<file path="src/rtl/iob_pkg.sv">
package iob_pkg;
    localparam int M_DW   = 64;
    localparam int S_DW   = 32;
    localparam int M_SELW = M_DW / 8;
    localparam int S_SELW = S_DW / 8;

    typedef enum logic [1:0] {
        ST_IDLE = 2'd0,
        ST_XFER = 2'd1,
        ST_DONE = 2'd2
    } iob_state_e;
endpackage

</file>
<file path="src/rtl/iob_half_plan.sv">
module iob_half_plan
    import iob_pkg::*;
(
    input  logic [M_SELW-1:0] sel,
    output logic              start_hi,
    output logic              both
);
    logic lo_any;
    logic hi_any;

    always_comb begin
        lo_any   = |sel[S_SELW-1:0];
        hi_any   = |sel[M_SELW-1:S_SELW];
        start_hi = hi_any && !lo_any;
        both     = hi_any && lo_any;
    end
endmodule

</file>
<file path="src/rtl/iob_dev_decode.sv">
module iob_dev_decode #(
    parameter int WIN_W = 4,
    parameter int N_DEV = 4
) (
    input  logic [WIN_W-1:0] win,
    output logic [N_DEV-1:0] dev_oh,
    output logic             hit
);
    for (genvar i = 0; i < N_DEV; i++) begin : g_win
        assign dev_oh[i] = (win == WIN_W'(i));
    end

    assign hit = |dev_oh;
endmodule

</file>
<file path="src/rtl/iob_rdata_mux.sv">
module iob_rdata_mux
    import iob_pkg::*;
#(
    parameter int N_DEV = 4
) (
    input  logic [N_DEV*S_DW-1:0] dat_in,
    input  logic [N_DEV-1:0]      ack_in,
    input  logic [N_DEV-1:0]      gate,
    output logic [S_DW-1:0]       dat_out,
    output logic                  ack_out
);
    always_comb begin
        dat_out = '0;
        ack_out = 1'b0;
        for (int i = 0; i < N_DEV; i++) begin
            if (gate[i]) begin
                dat_out = dat_out | dat_in[i*S_DW +: S_DW];
                ack_out = ack_out | ack_in[i];
            end
        end
    end
endmodule

</file>
<file path="src/rtl/io_bridge_w64to32.sv">
module io_bridge_w64to32
    import iob_pkg::*;
#(
    parameter int AW        = 16,
    parameter int N_DEV     = 4,
    parameter int DEV_SHIFT = 12
) (
    input  logic                  clk,
    input  logic                  rst_n,
    input  logic                  m_cyc,
    input  logic                  m_stb,
    input  logic                  m_we,
    input  logic [AW-1:3]         m_adr,
    input  logic [M_SELW-1:0]     m_sel,
    input  logic [M_DW-1:0]       m_dat_w,
    output logic [M_DW-1:0]       m_dat_r,
    output logic                  m_ack,
    output logic                  m_stall,
    output logic [N_DEV-1:0]      s_cyc,
    output logic                  s_stb,
    output logic                  s_we,
    output logic [AW-1:2]         s_adr,
    output logic [S_SELW-1:0]     s_sel,
    output logic [S_DW-1:0]       s_dat_w,
    input  logic [N_DEV*S_DW-1:0] s_dat_r,
    input  logic [N_DEV-1:0]      s_ack
);
    localparam int WIN_W = AW - DEV_SHIFT;

    typedef struct packed {
        iob_state_e          state;
        logic                half;
        logic                more;
        logic                we;
        logic [AW-1:3]       adr;
        logic [M_SELW-1:0]   sel;
        logic [M_DW-1:0]     wdat;
        logic [M_DW-1:0]     rdat;
    } regs_t;

    regs_t q, d;

    logic             plan_start_hi;
    logic             plan_both;
    logic [N_DEV-1:0] dev_oh;
    logic             dev_hit;
    logic [N_DEV-1:0] cyc_gate;
    logic [S_DW-1:0]  word_rd;
    logic             word_ack;
    logic [S_DW-1:0]  lane_val;
    logic             word_done;

    iob_half_plan u_plan (
        .sel      (m_sel),
        .start_hi (plan_start_hi),
        .both     (plan_both)
    );

    iob_dev_decode #(.WIN_W(WIN_W), .N_DEV(N_DEV)) u_dec (
        .win    (q.adr[AW-1:DEV_SHIFT]),
        .dev_oh (dev_oh),
        .hit    (dev_hit)
    );

    assign cyc_gate = (q.state == ST_XFER) ? dev_oh : '0;

    iob_rdata_mux #(.N_DEV(N_DEV)) u_rmux (
        .dat_in  (s_dat_r),
        .ack_in  (s_ack),
        .gate    (cyc_gate),
        .dat_out (word_rd),
        .ack_out (word_ack)
    );

    // slave side driven from registered state only
    always_comb begin
        s_cyc   = cyc_gate;
        s_stb   = (q.state == ST_XFER) && dev_hit;
        s_we    = q.we;
        s_adr   = {q.adr, q.half};
        s_sel   = q.half ? q.sel[M_SELW-1:S_SELW] : q.sel[S_SELW-1:0];
        s_dat_w = q.half ? q.wdat[M_DW-1:S_DW] : q.wdat[S_DW-1:0];
        m_ack   = (q.state == ST_DONE);
        m_stall = (q.state != ST_IDLE);
        m_dat_r = q.rdat;
    end

    always_comb begin
        d         = q;
        lane_val  = dev_hit ? word_rd : '1;
        word_done = !dev_hit || word_ack;
        case (q.state)
            ST_IDLE: begin
                if (m_cyc && m_stb) begin
                    d.state = ST_XFER;
                    d.we    = m_we;
                    d.adr   = m_adr;
                    d.sel   = m_sel;
                    d.wdat  = m_dat_w;
                    d.rdat  = '0;
                    d.half  = plan_start_hi;
                    d.more  = plan_both;
                end
            end
            ST_XFER: begin
                if (word_done) begin
                    if (q.half) begin
                        d.rdat[M_DW-1:S_DW] = lane_val;
                    end else begin
                        d.rdat[S_DW-1:0] = lane_val;
                    end
                    if (q.more) begin
                        d.more = 1'b0;
                        d.half = 1'b1;
                    end else begin
                        d.state = ST_DONE;
                    end
                end
            end
            ST_DONE: begin
                d.state = ST_IDLE;
            end
            default: begin
                d.state = ST_IDLE;
            end
        endcase
    end

    always_ff @(posedge clk or negedge rst_n) begin
        if (!rst_n) begin
            q <= '0;
        end else begin
            q <= d;
        end
    end
endmodule

</file>
<file path="config.mk">
export PLATFORM = sky130hd
export DESIGN_NAME = io_bridge_w64to32
export DESIGN_NICKNAME = d
export VERILOG_FILES = /design/src/rtl/iob_pkg.sv /design/src/rtl/iob_half_plan.sv /design/src/rtl/iob_dev_decode.sv /design/src/rtl/iob_rdata_mux.sv /design/src/rtl/io_bridge_w64to32.sv
export SDC_FILE = /design/constraint.sdc
export NUM_CORES = 1
export LEC_CHECK = 0
export CORE_ASPECT_RATIO = 0.8
export CORE_MARGIN = 2
export CORE_UTILIZATION = 45
export DETAILED_ROUTE_END_ITERATION = 8
export PLACE_DENSITY_LB_ADDON = 0.2
export SYNTH_ARGS = -nofsm -noshare
export SYNTH_HDL_FRONTEND = slang
export SYNTH_HIERARCHICAL = 1
export SYNTH_SLANG_ARGS = --single-unit
</file>
<file path="constraint.sdc">
create_clock -name clk -period 3 [get_ports clk]
set_clock_uncertainty 0.15 [all_clocks]
set_input_delay 0.3 -clock clk [delete_from_list [all_inputs] [get_ports clk]]
set_output_delay 0.3 -clock clk [all_outputs]
set_load 0.05 [all_outputs]
</file>
======== After elaboration in Yosys (flattened, before gate mapping) ========
Index checks and enable logic that the tools add are counted.
word-level totals
  register bits after elaboration ......... 154
  output and inout port bits .............. 122
  logic and storage cells ................. 68
operators by class
  equal/unequal tests ..................... 11
  muxes and demuxes ....................... 22
  bitwise operators ....................... 6
  reduce and logical (&&, ||, !) cells .... 20
operators with widths
  kind                                           number
  two-way mux 32 bit                             8
  two-way mux 154 bit                            1
  one-hot mux 64 bit (2 select lines)            1
  bitwise OR 32 bit                              3
  two-way mux 64 bit                             1
  two-way mux 4 bit                              3
  != test 2 bit, second input constant           6
  AND reduction 4 bit                            3
  OR reduction 4 bit                             3
  == test 4 x 2 -> 1 bit, second input constant  2
  one-hot mux 2 bit (2 select lines)             2
  AND reduction 3 bit                            2
  == test 4 x 1 -> 1 bit, second input constant  1
  logical AND 1 bit                              4
  logical NOT 4 bit                              1
  two-way mux 1 bit                              4
  two-way mux 2 bit                              2
  nonzero test 2 bit                             2
  bitwise OR 1 bit                               3
  == test 2 x 1 -> 1 bit, second input constant  1
  == test 2 bit, second input constant           1
  logical NOT 1 bit                              2
  logical NOT 2 bit                              1
  AND reduction 2 bit                            1
  logical OR 1 bit                               1

======== Longest topological paths before layout ========
Gate-level depths: netlist of run 1.
  depth in word-level cells ............... 13
  depth in mapped cells ................... 14
  gate-level depth less buffers ........... 7

======== Modules after synthesis ========
Netlist of run 1, hierarchy kept.
modules (own cells, without submodules)
  module             times used  cells each  area an instance (um^2)  seq. area each (um^2)
  io_bridge_w64to32  1           773         8237.9                   3853.7
  iob_rdata_mux      1           115         959.7                    0.0
  iob_dev_decode     1           5           40.0                     0.0
  iob_half_plan      1           4           28.8                     0.0

======== Worst setup path before layout of run 1 ========
Ideal clock, no wire load.
  path type ............................... reg-to-reg
  from .................................... register q[152] in the netlist's numbering
  to ...................................... register q (netlist bit m_dat_r[56])
  arrival ................................. 2.695 ns
  data required time ...................... 2.781 ns
  slack ................................... 0.086 ns
  cell stages (with the launch flop) ...... 15
  path buffers ............................ 7
  cell sequence ........................... dfrtp_1 -> buf_6 -> nor2b_1 -> clkbuf_1 -> clkbuf_1 -> and2_1 -> buf_6 -> a22oi_1 -> nand2_1 -> nand2b_1 -> buf_2 -> buf_2 -> buf_1 -> nand4_1 -> nand3_1
on the way
  elaborated cells between the ends (all ways) .. 27
  classes of those cells .................. eq/ne (4); mux (13); bitwise (6); reduce/logical (4)
RTL lines
  element                                   line                      text
  start: declaration                        io_bridge_w64to32.sv:41   regs_t q, d;
  start signal: assignment                  io_bridge_w64to32.sv:131  q <= '0;
  start signal: assignment                  io_bridge_w64to32.sv:133  q <= d;
  == test 2 x 1 -> 1 bit (*)                io_bridge_w64to32.sv:65   assign cyc_gate = (q.state == ST_XFER) ? dev_oh : '0;
  two-way mux 4 bit (*)                     io_bridge_w64to32.sv:65
  via s_cyc[2]                              io_bridge_w64to32.sv:19   output logic [N_DEV-1:0] s_cyc,
  two-way mux 1 bit (*)                     iob_rdata_mux.sv:16       if (gate[i]) begin
  bitwise OR 1 bit                          iob_rdata_mux.sv:18       ack_out = ack_out | ack_in[i];
  two-way mux 1 bit (*)                     iob_rdata_mux.sv:16
  via word_ack                              io_bridge_w64to32.sv:49   logic word_ack;
  logical OR 1 bit (*)                      io_bridge_w64to32.sv:91   word_done = !dev_hit || word_ack;
  != test 2 bit (no source line) (*)        -
  AND reduction 4 bit (no source line) (*)  -
Mark *: on every way through the listed nets, which the timed path passes. The rest lies on a longest branch. The select of a mux whose other input is x is not followed.
A chain may end at the register's enable or synchronous reset.

======== Final worst setup path of run 1 ========
  from .................................... register q (netlist bit s_adr[2])
  to ...................................... output port s_sel[1]
on the way
  word-level cells in the longest chain between the ends .. 1
RTL lines
  element            line                     text
  two-way mux 4 bit  io_bridge_w64to32.sv:81  s_sel = q.half ? q.sel[M_SELW-1:S_SELW] : q.sel[S_SELW-1:0];
  end: declaration   io_bridge_w64to32.sv:23  output logic [S_SELW-1:0] s_sel,
Every way passes these cells.

==> results of run 1 <==
[cells by family after synthesis]
family / synth area share
muxes: 0.1483
AOI/OAI and AO/OA: 0.1628
DFF: 0.4159
buffers and inverters: 0.1215
and+or+nand+nor: 0.1515
[power breakdown]
group | internal (mW) | leakage (nW) | switching, mW
combinational | 3.41 | 3.00 | 5.73
clock | 1.35 | 0.311 | 0.974
sequential | 3.07 | 1.88 | 0.757
total | 7.83 | 5.20 | 7.46
[worst paths after layout]
check | from | endpoint | slack, ps | cells past startpoint
setup / recovery | s_adr[2]$_DFFE_PN0P_ | s_sel[1] | 160 | 2
min in group clk | m_dat_w[34] | q[98]$_DFFE_PN0P_ | 310 | 2
hold reg to reg | q[94]$_DFFE_PN0P_ | q[94]$_DFFE_PN0P_ | 330 | 1
setup reg to reg | s_adr[15]$_DFFE_PN0P_ | m_dat_r[42]$_DFFE_PN0P_ | 520 | 8
hold / removal | rst_n | m_dat_r[7]$_DFFE_PN0P_ | 310 | 2
max in group asynchronous | rst_n | q[152]$_DFFE_PN0P_ | 1600 | 3
[layout make-up]
| cell class | count | area (um^2) | share of cell area |
|---|---|---|---|
| timing repair buffer | 369 | 3745 | 0.2898 |
| inverter | 1 | 3.754 | 0.0002904 |
| tap | 264 | 330.3 | 0.02556 |
| sequential | 154 | 3860 | 0.2987 |
| clock buffer | 18 | 429.2 | 0.03321 |
| clock inverter | 14 | 209.0 | 0.01617 |
| multi-input combinational | 572 | 4347 | 0.3363 |
[stage by stage]
step	hold WS, ps	setup WS [ps]	total power, mW	utilization
after floorplan	-145.6	86.19	10.56	-
after global placement	220.7	619.9	12.84	0.6129
after detailed placement	236.7	566.4	12.96	0.6129
after CTS	299.3	137.8	15.34	0.6452
after global routing	308.4	111.6	16.04	0.6452
final	306.9	156.0	15.29	0.6452
[layer usage]
layer	wire [um]	GRT usage	up-vias
met1	12460	0.3601	3799
met4	504	0.06522	0
li1	-	-	3636
met5	0	0	-
met3	1925	0.06228	29
met2	13390	0.3959	314
[worst register-to-register path: stages, from the launching register on]
cell and delay (ps):
dfrtp_1 470, and4bb_2 310, and2_2 180, a22oi_1 80, nand2_1 180, nand2b_4 390, buf_12 320, a21o_1 200
nand3_1 70
[cells in the final DEF, fill, tap and decap left out, types with 2 or more instances in the layout]
cell / synthesis / routed
o211ai_1: 32 / 32
nor4b_1: 2 / 2
nand3_1: 65 / 65
inv_6: 0 / 3
o21ai_0: 66 / 66
mux2_2: 103 / 103
inv_8: 0 / 3
a21o_1: 32 / 32
clkdlybuf4s50_1: 0 / 337
nor2b_1: 5 / 3
nand4_1: 31 / 31
dfrtp_1: 154 / 151
nor2_1: 4 / 3
mux2_1: 19 / 19
dfrtp_2: 0 / 2
buf_4: 84 / 20
and2_1: 5 / 2
a22oi_1: 34 / 34
clkinv_8: 0 / 2
nand2_1: 65 / 65
nor4_1: 2 / 2
clkinv_4: 0 / 3
clkbuf_16: 0 / 17
nand2b_1: 33 / 32
nor2b_4: 0 / 2
bufinv_16: 0 / 3
nand4b_1: 31 / 31
a22oi_2: 32 / 32
buf_12: 0 / 10
and2_2: 0 / 3
[sequential cells by signal, summed over array words and instances, names as in the netlist]
signal / count
m_dat_r: 64
q: 75
s_adr: 14
s_we: 1
==> impl_metrics.env, run 1 <==
export IMPL_outcome="finished clean"
export IMPL_drv_slew=0
export IMPL_ir_drop_mv=0.7092
export IMPL_routed_wl_um=28290
export IMPL_clockRootBuffer="clkbuf_16"
export IMPL_yosysTopAreaCell="dfrtp_1"
export IMPL_yosysMostFrequentCell="dfrtp_1"
export IMPL_grt_pass1_vias=7522
export IMPL_postCtsSetupBuffers=0
export IMPL_hold_class="in2async"
export IMPL_cts_sinks=154
export IMPL_area_growth_synth_to_final_pct=39.47
export IMPL_drcViolationCount=0
export IMPL_start_util=0.4626
export IMPL_fillers=1651
export IMPL_clkTransAtPathRegs_ps=60
export IMPL_cts_tree="done"
export IMPL_yosys_most_used_dff="dfrtp_1"
export IMPL_drtPass1Iterations=4
export IMPL_p_leak_nw=5.199
export IMPL_cp_cell_sequence="mux2_2 > clkdlybuf4s50_1"
export IMPL_synth_top_area_share=0.4159
export IMPL_cpPeakStageDelay_ps=820
export IMPL_gr_total_overflow=0
export IMPL_power_density_nw_per_um2=1183
export IMPL_viasPerCell=5.588
export IMPL_clk_latency_ps=420
export IMPL_ys_seq_area_frac=0.4159
export IMPL_io_buffers=343
export IMPL_synth_async_sr_flop_share=1.000
export IMPL_synth_area_top_cells="dfrtp_1 (42%), mux2_2 (13%), buf_4 (6.8%), a22oi_2 (4.3%), o21ai_0 (3.6%)"
export IMPL_synth_edf_count=0
export IMPL_cts_resized=0
export IMPL_path_delay_family="flip-flops"
export IMPL_cp_end_kind="primary output"
export IMPL_core_area_um2=20030
export IMPL_drtAntennaViolNets=0
export IMPL_tns_ps=0
export IMPL_track_usage=0.2558
export IMPL_cts_buffers=17
export IMPL_yosys_top_cells_count="dfrtp_1 (154), mux2_2 (103), buf_4 (84), o21ai_0 (66)"
export IMPL_boundaryPins=344
export IMPL_finalHoldViolCount=0
export IMPL_htreeDepth=4
export IMPL_worstPathMaxFanout=39
export IMPL_fmax_mhz=351.6
export IMPL_rows=46
export IMPL_wl_per_cell_um=20.32
export IMPL_tightest_slew_ps=722.0
export IMPL_min_period_ps=2844
export IMPL_grt_pass1_wl_um=43290
export IMPL_grt_antenna_before_repair=0
export IMPL_die_w_um=164.4
export IMPL_yosys_warnings=6
export IMPL_antenna_cells=0
export IMPL_nets=1337
export IMPL_drive_gt1_frac=0.1888
export IMPL_stdcell_count=1392
export IMPL_route_vias_total=7778
export IMPL_rsz0062_at_grt="no"
export IMPL_synth_distinct_cells=36
export IMPL_hpwl_um=19990
export IMPL_cts_hold_buf=1
export IMPL_path_buf_inv=1
export IMPL_dpl_cell_count=1359
export IMPL_post_route_period_util=0.9480
export IMPL_syn_area_per_cell_um2=10.33
export IMPL_start_kind="register"
export IMPL_crit_required_ps=2550
export IMPL_dieArea_um2=21760
export IMPL_postSynthCellCount=897
export IMPL_fin_area_um2=12920
export IMPL_synth_nets=1119
export IMPL_critPathSlowestCell="dfrtp_4"
export IMPL_clk_path_buf_depth=2
export IMPL_placed_cell_area_um2=12280
export IMPL_first_iter_violations=593
export IMPL_syn_area_um2=9266
export IMPL_cap_violations=0
export IMPL_grt_max_degree=74
export IMPL_setup_violations_final=0
export IMPL_place_congestion=0.7846
export IMPL_worstPathArrival_ps=2390
export IMPL_maxSlewHeadroom=0.5186
export IMPL_die_h_um=132.4
export IMPL_critPathKind="reg2out"
export IMPL_synth_seq_cells=154
Power figures use the tool's default switching activity.
==> run 2, diff against run 1 <==
--- a/config.mk
+++ b/config.mk
@@ -9,6 +9,7 @@
 export CORE_MARGIN = 2
 export CORE_UTILIZATION = 45
 export DETAILED_ROUTE_END_ITERATION = 8
+export HOLD_SLACK_MARGIN = 0.12
 export PLACE_DENSITY_LB_ADDON = 0.2
 export SYNTH_ARGS = -nofsm -noshare
 export SYNTH_HDL_FRONTEND = slang
==> results of run 2 <==
Same layout as run 1: the final DEF is identical, and so are final timing and power.
